### config.mk
export PLATFORM = sky130hd
export DESIGN_NAME = cfg_hdr_bars
export DESIGN_NICKNAME = d
export VERILOG_FILES = /design/src/rtl/cfg_hdr_pkg.sv /design/src/rtl/cfg_bar_slot.sv /design/src/rtl/cfg_rd_mux.sv /design/src/rtl/cfg_hdr_bars.sv
export SDC_FILE = /design/constraint.sdc
export NUM_CORES = 1
export LEC_CHECK = 0
export CAP_MARGIN = 20
export CORE_MARGIN = 5
export CORE_UTILIZATION = 43
export DETAILED_ROUTE_END_ITERATION = 10
export GPL_ROUTABILITY_DRIVEN = 1
export GPL_TIMING_DRIVEN = 0
export HOLD_SLACK_MARGIN = 0.02
export PLACE_DENSITY = 0.94
export SKIP_LAST_GASP = 1
export SYNTH_ARGS = -nofsm -noshare
export SYNTH_HDL_FRONTEND = slang
export SYNTH_SLANG_ARGS = --single-unit
### constraint.sdc
create_clock -name clk -period 2.6 [get_ports clk]
set_clock_uncertainty 0.15 [all_clocks]
set_input_delay 0.39 -clock clk [delete_from_list [all_inputs] [get_ports clk]]
set_output_delay 0.39 -clock clk [all_outputs]
set_load 0.02 [all_outputs]
### src/rtl/cfg_hdr_pkg.sv
package cfg_hdr_pkg;

  typedef enum logic {BAR_MEM = 1'b0, BAR_IO = 1'b1} bar_kind_e;

  localparam int unsigned NUM_BARS   = 4;
  localparam int unsigned NUM_IO     = 2;
  localparam int unsigned REG_W      = 6;
  localparam int unsigned DW         = 32;
  localparam int unsigned IO_AW      = 16;
  localparam logic [REG_W-1:0] ID_REG    = 6'd0;
  localparam logic [REG_W-1:0] BAR0_REG  = 6'd4;

  // bits software may write: everything above the size boundary,
  // further limited to the 16-bit address width for I/O windows
  function automatic logic [DW-1:0] bar_wmask(input bar_kind_e kind,
                                              input int unsigned size_log2);
    logic [DW-1:0] m;
    m = ~((32'd1 << size_log2) - 32'd1);
    if (kind == BAR_IO) m = m & 32'h0000_FFFF;
    return m;
  endfunction

  // hardwired type bits in the low end of the dword
  function automatic logic [DW-1:0] bar_fixed(input bar_kind_e kind,
                                              input logic [2:0] attr);
    if (kind == BAR_IO) return 32'h0000_0001;
    return {28'd0, attr, 1'b0};
  endfunction

endpackage

### src/rtl/cfg_bar_slot.sv
module cfg_bar_slot
  import cfg_hdr_pkg::*;
#(
  parameter bar_kind_e   KIND      = BAR_MEM,
  parameter int unsigned SIZE_LOG2 = 16,
  parameter logic [2:0]  ATTR      = 3'b000
) (
  input  logic          clk,
  input  logic          rst_n,
  input  logic          wr_sel,
  input  logic [DW-1:0] wdata,
  input  logic [DW-1:0] probe_addr,
  output logic [DW-1:0] rd_val,
  output logic [DW-1:0] base,
  output logic          hit
);
  localparam logic [DW-1:0] WMASK = bar_wmask(KIND, SIZE_LOG2);
  localparam logic [DW-1:0] FIXED = bar_fixed(KIND, ATTR);

  logic [DW-1:0] stored;

  always_ff @(posedge clk or negedge rst_n) begin
    if (!rst_n)      stored <= '0;
    else if (wr_sel) stored <= wdata & WMASK;
  end

  assign base   = stored;
  assign rd_val = stored | FIXED;
  assign hit    = ((probe_addr & WMASK) == stored);
endmodule

### src/rtl/cfg_rd_mux.sv
module cfg_rd_mux
  import cfg_hdr_pkg::*;
(
  input  logic [REG_W-1:0]       regnum,
  input  logic [DW-1:0]          id_word,
  input  logic [NUM_BARS*DW-1:0] bar_vals,
  output logic [DW-1:0]          rd_next
);
  always_comb begin
    rd_next = '0;
    if (regnum == ID_REG) rd_next = id_word;
    for (int i = 0; i < NUM_BARS; i++) begin
      if (regnum == BAR0_REG + REG_W'(i)) rd_next = bar_vals[i*DW +: DW];
    end
  end
endmodule

### src/rtl/cfg_hdr_bars.sv
module cfg_hdr_bars
  import cfg_hdr_pkg::*;
#(
  parameter logic [15:0] VENDOR_ID = 16'h5A17,
  parameter logic [15:0] DEVICE_ID = 16'hC0DE,
  parameter int unsigned IO0_LOG2  = 5,
  parameter int unsigned IO1_LOG2  = 8,
  parameter int unsigned MEM0_LOG2 = 16,
  parameter int unsigned MEM1_LOG2 = 12,
  parameter logic [2:0]  MEM0_ATTR = 3'b000,
  parameter logic [2:0]  MEM1_ATTR = 3'b100
) (
  input  logic                   clk,
  input  logic                   rst_n,
  input  logic                   cfg_rd,
  input  logic                   cfg_wr,
  input  logic [REG_W-1:0]       cfg_regnum,
  input  logic [DW-1:0]          cfg_wdata,
  output logic [DW-1:0]          cfg_rdata,
  output logic [NUM_BARS*DW-1:0] bar_bases,
  input  logic [IO_AW-1:0]       io_addr,
  output logic [NUM_IO-1:0]      io_hit,
  input  logic [DW-1:0]          mem_addr,
  output logic [NUM_BARS-NUM_IO-1:0] mem_hit
);
  localparam int unsigned   LOG2_TAB [NUM_BARS] = '{IO0_LOG2, IO1_LOG2, MEM0_LOG2, MEM1_LOG2};
  localparam logic [2:0]    ATTR_TAB [NUM_BARS] = '{3'b000, 3'b000, MEM0_ATTR, MEM1_ATTR};
  localparam logic [DW-1:0] ID_WORD = {DEVICE_ID, VENDOR_ID};

  logic [NUM_BARS*DW-1:0] bar_vals;
  logic [NUM_BARS-1:0]    bar_hit;
  logic [NUM_BARS-1:0]    bar_wr_sel;
  logic [DW-1:0]          rd_next;

  genvar gi;
  generate
    for (gi = 0; gi < NUM_BARS; gi++) begin : g_bar
      localparam bar_kind_e KIND = (gi < NUM_IO) ? BAR_IO : BAR_MEM;
      logic [DW-1:0] probe;
      assign bar_wr_sel[gi] = cfg_wr && (cfg_regnum == BAR0_REG + REG_W'(gi));
      if (gi < NUM_IO) begin : g_io
        assign probe = {{(DW-IO_AW){1'b0}}, io_addr};
      end else begin : g_mem
        assign probe = mem_addr;
      end
      cfg_bar_slot #(
        .KIND(KIND), .SIZE_LOG2(LOG2_TAB[gi]), .ATTR(ATTR_TAB[gi])
      ) u_slot (
        .clk(clk), .rst_n(rst_n), .wr_sel(bar_wr_sel[gi]), .wdata(cfg_wdata),
        .probe_addr(probe), .rd_val(bar_vals[gi*DW +: DW]),
        .base(bar_bases[gi*DW +: DW]), .hit(bar_hit[gi])
      );
    end
  endgenerate

  cfg_rd_mux u_mux (
    .regnum(cfg_regnum), .id_word(ID_WORD), .bar_vals(bar_vals), .rd_next(rd_next)
  );

  always_ff @(posedge clk or negedge rst_n) begin
    if (!rst_n)      cfg_rdata <= '0;
    else if (cfg_rd) cfg_rdata <= rd_next;
  end

  assign io_hit  = bar_hit[NUM_IO-1:0];
  assign mem_hit = bar_hit[NUM_BARS-1:NUM_IO];
endmodule

==> metrics.cfg, run 1 <==
[worst_setup_path]
r2r_start = g_bar[2].u_slot.base[23]
critPathTopFamily = buffers and inverters
timing.reg2reg.setup_slack_ps = 1360
critPathLaunchType = primary input
cp_num_buf_inv = 3
worstPathCellList = clkdlybuf4s50_1, xor2_1, nor4_2, nand3_1, nor3_2, buf_4, clkbuf_2
worst_setup_path_end_kind = output pin
rr_endpoint = cfg_rdata[23]
cpPeakStageDelay_ps = 470
crit_path_top_delay_cell = clkdlybuf4s50_1
cp.required_ps = 2060
crit_arrival_ps = 2020
rr_worst_depth = 4
cp_max_fo = 2
worstSetupPathType = in -> out

[floorplanning]
ios = 254
chipHeight_um = 116
die_area_mm2 = 0.0134
start_util_pct = 44.2
die_w_um = 116
core_mm2 = 0.0109
num_rows = 38

[clock_network]
cts_buffers = 9
htreeDepth = 3
cts_tree = yes
clkSinkCount = 85
clk_latency_ps = 370
clockBufferDepth = 2
root_buffer = clkbuf_8
postCtsSetupBuffers = 0
clkSlewWorstSetupHoldPaths_ps = 80

[pwr]
p_leak_nw = 3.35
peakVddDrop_uv = 365
power_density_mw_per_mm2 = 544

[synth]
synth-simple-area-share_pct = 8.22
avgSynthCellArea_um2 = 11.2
ys_ff_latch = 85
synth_compound_area_share_pct = 6.61
synth_area_mm2 = 0.00481
yosys_warnings = 0
ys_types = 34
synthCells = 430
synth_xor_area_share_pct = 10.0
synth_top_family_by_area = multiplexers
synth.area.mux_share_pct = 16.4
yosys.area_share.adder_pct = 0
yosysSeqAreaShare_pct = 44.2

[route]
first_iter_violations = 133
routed_wl_um = 14600
viasPerCell = 4.79
drc_errors = 0
dr_total_vias = 3913
drt_first_pass_iters = 4
drtAntennaViolNets = 0
avgRoutedWirePerCell_um = 17.9

[min_path]
hold_path_depth = 1
hold_end = cfg_rdata[3]
hold_class = reg -> reg
min_from = cfg_rdata[3]

[sta]
finalHoldViolCount = 0
rsz0062_at_grt = true
slew_headroom_pct = 56.0
finalWorstSetupSlack_ps = 44.5
max_freq_mhz = 391
fin_crit_sh_pct = 98.3
setup_viol = 0
drv_slew = 0
finalSetupTns_ps = 0
tightest_slew_ps = 655
min_period_ps = 2560

[global_route]
grt_pass1_wl_um = 22500
gr-total-overflow = 0
grt_max_degree = 46
antenna_found_initial = 0
grt_use_total_pct = 21.7
grt_pass1_vias = 4100

[placement]
pre_cts_ws_ps = -502
place_congestion = 0.977
dp_hpwl_um = 11800
io_buffers = 157

[final_layout]
finalNetCount = 762
drive_above_1_share_pct = 24.7
mostFrequentLayoutCells = clkdlybuf4s50_1 (152), dfrtp_1 (85), buf_4 (81), conb_1 (73), mux2_2 (45)
diodes = 0
syn_to_final_growth_pct = 47.3
final_common_cell = clkdlybuf4s50_1

[outcome]
outcome = finished, final reports clean

[run]
drv_cap = 0

[Yosys cell counts (all sizes together)]
cell	n	area [um2]
nor4	5	31.3
buf	88	647
clkbuf	7	26.3
nand3	9	67.6
nor2	28	105
clkinv	1	3.75
a221o	4	40.0
dfrtp	85	2130
inv	5	18.8
o2111ai	1	8.76
nand4	11	68.8
xor2	12	105
o2bb2ai	10	87.6
nor3	6	41.3
mux2	56	668
xnor2	43	377
conb	1	3.75
a21o	1	7.51
or3	1	6.26
and3	2	12.5
o32ai	2	17.5
o21ai	11	55.1
a22o	3	26.3
nand2b	1	6.26
nand2	15	56.3
mux2i	12	120
a211oi	10	75.1
[worst max path at each step]
stage                                     to  slack (ps)  depth (start not counted)                     start
global route                      mem_hit[1]         -60                          7              mem_addr[31]
detailed placement                mem_hit[1]        -500                          7              mem_addr[22]
CTS                               mem_hit[1]        -160                          7              mem_addr[31]
finish                            mem_hit[1]          40                          7              mem_addr[31]
floorplan                         mem_hit[1]         780                          5  g_bar[3].u_slot.base[20]
global placement    g_bar[2].u_slot.base[22]       -1870                          1                     rst_n
[worst register-to-register path: cells and delay by family, from the launching register on]
family             cells  cell delay [ps]
and+or+nand+nor        2              160
AOI/OAI and AO/OA      2              420
DFF                    1              430
[per-stage QoR]
stage | total power [mW] | hold slack (ps) | utilization, % | cells | cell area (um2)
2_1_floorplan | 2.25 | -55.6 | - | 502 | 5080
3_3_place_gp | 2.76 | 316 | 62.7 | 799 | 6830
3_5_place_dp | 2.80 | 262 | 62.9 | 800 | 6840
4_1_cts | 3.88 | 338 | 65.0 | 817 | 7080
5_1_grt | 4.02 | 361 | 65.1 | 817 | 7090
6_report | 3.86 | 338 | 65.1 | 817 | 7090
[cell type report]
type                    count  area [um2]
well taps                 140         175
repair buffers            159        1590
fillers                   853        3800
clock buffers              12         155
clock inverters             4        70.1
multi-input cells         316        2270
inverters                   6        22.5
plain buffers              95         673
flip-flops and latches     85        2130
[flip-flops by register name, indices dropped and copies added, names as in the netlist]
register	count
cfg_rdata	30
g_bar.u_slot.base	55
[cells by family (layout without fill, tap and decap cells)]
| family | after synthesis | in the layout |
|---|---|---|
| buf+inv | 101 | 276 |
| flops | 85 | 85 |
| simple gates | 78 | 78 |
| mux | 68 | 68 |
| xor+xnor | 55 | 55 |
| compound gates | 42 | 42 |
| other cells | 1 | 73 |
[per-layer routing]
metal | GRT usage [%] | wire length (um) | share of wire [%]
met1 | 25.3 | 5370 | 37
met2 | 35.8 | 7170 | 49
met3 | 6.53 | 1520 | 10
met4 | 11.5 | 581 | 4.0
met5 | 0 | 0 | 0
[what timing repair did]
item / CTS / global route
pin swaps: 0 / 1
hold buffers: 1 / 0
endpoints found under the setup margin: 3 / 2
resized for setup: 4 / 4
endpoints found under the hold margin: 40 / 0
[power breakdown]
group / switching [mW] / leakage, nW / internal (mW) / total, mW
Combinational: 0.569 / 2.10 / 0.603 / 1.17
Clock: 0.474 / 0.116 / 0.591 / 1.06
Sequential: 0.173 / 1.14 / 1.45 / 1.62
Total: 1.22 / 3.35 / 2.64 / 3.86
No activity file was read; power rests on OpenSTA's default activity.
==> run 2: changes to the inputs <==
ABC_CLOCK_PERIOD_IN_PS = 2600   (was not set)
SKIP_LAST_GASP = not set   (was 1)
==> metrics.cfg, run 2 (same netlist as run 1, synthesis figures left out) <==
[pwr]
switching_share_pct = 31.6
internal-power_mw = 2.64
p_total_mw = 3.86
power.share.sequential_pct = 42.0
p_sw_mw = 1.22
power_density_mw_per_mm2 = 545
share_clk_of_total_power_pct = 27.7
peakVddDrop_uv = 365
p_leak_nw = 3.35
p_comb_share_pct = 30.4

[route]
drc_errors = 0
routed_wl_um = 14700
avgRoutedWirePerCell_um = 18.0
drt_first_pass_iters = 4
viasPerCell = 4.79
dr_total_vias = 3916
drtAntennaViolNets = 0
first_iter_violations = 152

[final_layout]
mostFrequentLayoutCells = clkdlybuf4s50_1 (152), dfrtp_1 (85), buf_4 (82), conb_1 (73), mux2_2 (45)
finalNetCount = 762
diodes = 0
syn_to_final_growth_pct = 47.4
final_common_cell = clkdlybuf4s50_1
largest_reg_flops = 55
post-route-util_pct = 65.1
fillers = 852
drive_above_1_share_pct = 24.7

[floorplanning]
num_rows = 38
start_util_pct = 44.2
ios = 254
core_mm2 = 0.0109
die_w_um = 116
die_area_mm2 = 0.0134
chipHeight_um = 116

[clock_network]
postCtsSetupBuffers = 0
cts_buffers = 9
htreeDepth = 3
cts_tree = yes
clk_latency_ps = 360
clkSlewWorstSetupHoldPaths_ps = 80
clkSinkCount = 85
clockBufferDepth = 2
root_buffer = clkbuf_8

[global_route]
grt_pass1_vias = 4103
gr-total-overflow = 0
antenna_found_initial = 0
grt_pass1_wl_um = 22500
grt_max_degree = 46
grt_use_total_pct = 21.7

[sta]
tightest_slew_ps = 636
max_freq_mhz = 395
finalHoldViolCount = 0
drv_slew = 0
min_period_ps = 2530
slew_headroom_pct = 57.3
setup_viol = 0
fin_crit_sh_pct = 97.4

[placement]
io_buffers = 157
dp_hpwl_um = 11800
place_congestion = 0.977

[worst_setup_path]
crit_arrival_ps = 1990
cp.required_ps = 2060
worstSetupPathType = in -> out
critPathLaunchType = primary input
worst_setup_path_end_kind = output pin
cp_max_fo = 2

[min_path]
hold_class = reg -> reg

[outcome]
outcome = finished, final reports clean

[run]
drv_cap = 0

-- run 2: cell types whose count changed in the layout (fill, tap and decap cells not counted), sizes merged --
| cell | change |
|---|---|
| buf | +1 |
| clkbuf | -1 |
-- run 2: path summary, 6_finish.rpt --
kind                       slack, ps                     start  cells after the start                       end
setup reg to reg                1370  g_bar[2].u_slot.base[23]                      4             cfg_rdata[23]
min in group asynchronous        400                     rst_n                      2  g_bar[1].u_slot.base[12]
setup / recovery                  70              mem_addr[30]                      6                mem_hit[0]
hold reg to reg                  340              cfg_rdata[3]                      1              cfg_rdata[3]
max in group asynchronous       1270                     rst_n                      3             cfg_rdata[25]
hold / removal                   340              cfg_rdata[3]                      1              cfg_rdata[3]
-- run 2: power groups by stage --
stage          clock (mW)  sequential [mW]  combinational (mW)
6_report             1.07             1.62                1.17
4_1_cts              1.09             1.62                1.17
2_1_floorplan           0             1.75               0.500
5_1_grt              1.14             1.64                1.24
3_5_place_dp            0             1.64                1.16
3_3_place_gp            0             1.63                1.13
-- run 2: worst max-delay path, cell delays in order --
cell and delay, ps:
clkdlybuf4s50_1 550, xnor2_1 160, nand4_1 110, nor4_1 300
buf_4 160, dlygate4sd2_1 320
-- run 2: area by class of cell --
class	instances	area [um2]	area share, %
timing repair buffer	159	1600	22.5
inverter	6	22.5	0.318
buffer	95	673	9.50
clock inverter	4	70.1	0.989
clock buffer	12	155	2.19
sequential	85	2130	30.0
multi-input combinational	316	2270	32.0
tap	140	175	2.47
-- run 2: timing repair --
item | CTS | global route
hold buffers | 1 | 0
endpoints found under the hold margin | 40 | 0
pin swaps | 0 | 2
resized for setup | 5 | 2
setup endpoints to repair | 3 | 2
-- run 2: per-layer routing --
layer	track usage, %	wire length, um
met2	35.8	7210
met4	11.4	573
met1	25.3	5460
met5	0	0
met3	6.53	1440
-- run 2: stage by stage --
stage	setup slack, ps	instance area, um2	setup TNS, ps	std cells	hold slack (ps)
after floorplan	775	5080	0	502	-55.6
after global placement	-1870	6830	-159100	799	316
after detailed placement	-502	6840	-987	800	262
after CTS	21.0	7080	0	817	338
after global routing	-6.85	7090	-6.85	817	361
final	66.6	7090	0	817	337
==> run 3: changes to the inputs <==
CTS_BUF_LIST = sky130_fd_sc_hd__clkbuf_4 sky130_fd_sc_hd__clkbuf_8 sky130_fd_sc_hd__clkbuf_16   (was not set)
CTS_CLUSTER_DIAMETER = 40   (was not set)
MAX_ROUTING_LAYER = met4   (was not set)
==> metrics.cfg, run 3 (same netlist as run 1, synthesis figures left out) <==
[route]
first_iter_violations = 185
viasPerCell = 4.80
drt_first_pass_iters = 5
avgRoutedWirePerCell_um = 18.0
drtAntennaViolNets = 0
dr_total_vias = 3922
drc_errors = 0
routed_wl_um = 14700

[final_layout]
syn_to_final_growth_pct = 47.6
mostFrequentLayoutCells = clkdlybuf4s50_1 (151), dfrtp_1 (85), buf_4 (82), conb_1 (73), mux2_2 (45)
finalNetCount = 762
diodes = 0
final_common_cell = clkdlybuf4s50_1
final_area_mm2 = 0.00710
largest_reg_flops = 55
drive_above_1_share_pct = 25.0

[clock_network]
cts_buffers = 9
htreeDepth = 3
clkSlewWorstSetupHoldPaths_ps = 90
clk_latency_ps = 350
postCtsSetupBuffers = 0
root_buffer = clkbuf_8
cts_tree = yes
clkSinkCount = 85
clockBufferDepth = 2

[pwr]
p_sw_mw = 1.21
p_comb_share_pct = 30.8
p_total_mw = 3.82
power.share.sequential_pct = 42.5
internal-power_mw = 2.61
share_clk_of_total_power_pct = 26.6
switching_share_pct = 31.6
peakVddDrop_uv = 372
p_leak_nw = 3.37
power_density_mw_per_mm2 = 538

[sta]
tightest_slew_ps = 599
fin_crit_sh_pct = 96.4
rsz0062_at_grt = false
drv_slew = 0
slew_headroom_pct = 60.0
finalHoldViolCount = 0
min_period_ps = 2510
setup_viol = 0
max_freq_mhz = 399

[floorplanning]
chipHeight_um = 116
ios = 254
start_util_pct = 44.2
die_area_mm2 = 0.0134
die_w_um = 116
num_rows = 38
core_mm2 = 0.0109

[worst_setup_path]
cp_num_buf_inv = 2
path_depth = 6
r2r_start = g_bar[2].u_slot.base[23]
cp.required_ps = 2060
worst_setup_path_end_kind = output pin
crit_arrival_ps = 1970
critPathTopFamily = simple AND/OR/NAND/NOR gates
rr_worst_depth = 4
worstPathCellList = xor2_1, nor4_2, nand3_1, nor3_1, buf_4, buf_4
path_common_cell = buf_4
cp_max_fo = 4
timing.reg2reg.setup_slack_ps = 1290
rr_endpoint = cfg_rdata[23]
worstSetupPathType = reg -> out
cpPeakStageDelay_ps = 450
critPathLaunchType = flop
crit_path_top_delay_cell = dfrtp_1

[min_path]
min_from = cfg_rdata[3]
hold_end = cfg_rdata[3]
hold_path_depth = 1
hold_class = reg -> reg

[run]
drv_cap = 0

[global_route]
grt_max_degree = 51
gr-total-overflow = 0
grt_pass1_vias = 4225
grt_use_total_pct = 22.5
antenna_found_initial = 0
grt_pass1_wl_um = 22700

[placement]
placed_cell_area_mm2 = 0.00685
place_congestion = 0.979
dp_hpwl_um = 11900
io_buffers = 157

[outcome]
outcome = finished, final reports clean

## run 3: power groups by stage
stage                     Combinational (mW)  Sequential (mW)  Clock (mW)
after floorplan                        0.500             1.75           0
after global placement                  1.13             1.63           0
after detailed placement                1.16             1.65           0
after CTS                               1.17             1.62        1.04
after global routing                    1.25             1.64        1.11
final                                   1.18             1.63        1.02
## run 3: how the worst max path moves through the flow
stage / start / to
5_1_grt: mem_addr[26] / mem_hit[0]
6_report: g_bar[3].u_slot.base[19] / mem_hit[1]
2_1_floorplan: g_bar[3].u_slot.base[20] / mem_hit[1]
3_3_place_gp: rst_n / g_bar[2].u_slot.base[22]
4_1_cts: io_addr[10] / io_hit[1]
3_5_place_dp: mem_addr[31] / mem_hit[1]
## run 3: cell type report
cell class                 instances  area (um2)
sequential                        85        2130
clock buffer                      11         139
fill                             815        3790
inverter                           6        22.5
buffer                            95         673
tap                              140         175
multi-input combinational        316        2280
clock inverter                     5        75.1
timing repair buffer             159        1610
## run 3: stage by stage
step	TNS (ps)	hold slack, ps	setup slack, ps	std cells	util, %
2_1_floorplan	0	-55.6	775	502	-
3_3_place_gp	-153910	315	-1810	799	62.7
3_5_place_dp	-929	239	-501	800	62.9
4_1_cts	0	337	47.0	817	65.0
5_1_grt	0	370	18.2	817	65.2
6_report	0	335	93.9	817	65.2
## run 3: metal layers
layer	wire, um	GRT usage (%)	part of all wire, %
met1	5850	26.7	40
met2	7330	36.9	50
met3	1270	5.80	8.6
met4	293	8.43	2.0
met5	0	-	0
## run 3: timing repair
item                                    CTS  global route
endpoints found under the hold margin    35             0
hold buffers                              1             0
endpoints found under the setup margin    3             3
pin swaps                                 0             1
gates resized for setup                   5             4
## run 3: worst register-to-register path, cell delays in order, from the launching register on
cell      delay (ps)
dfrtp_1          460
nor2_1            70
o21ai_0          160
nand2_1           90
a211oi_1         290
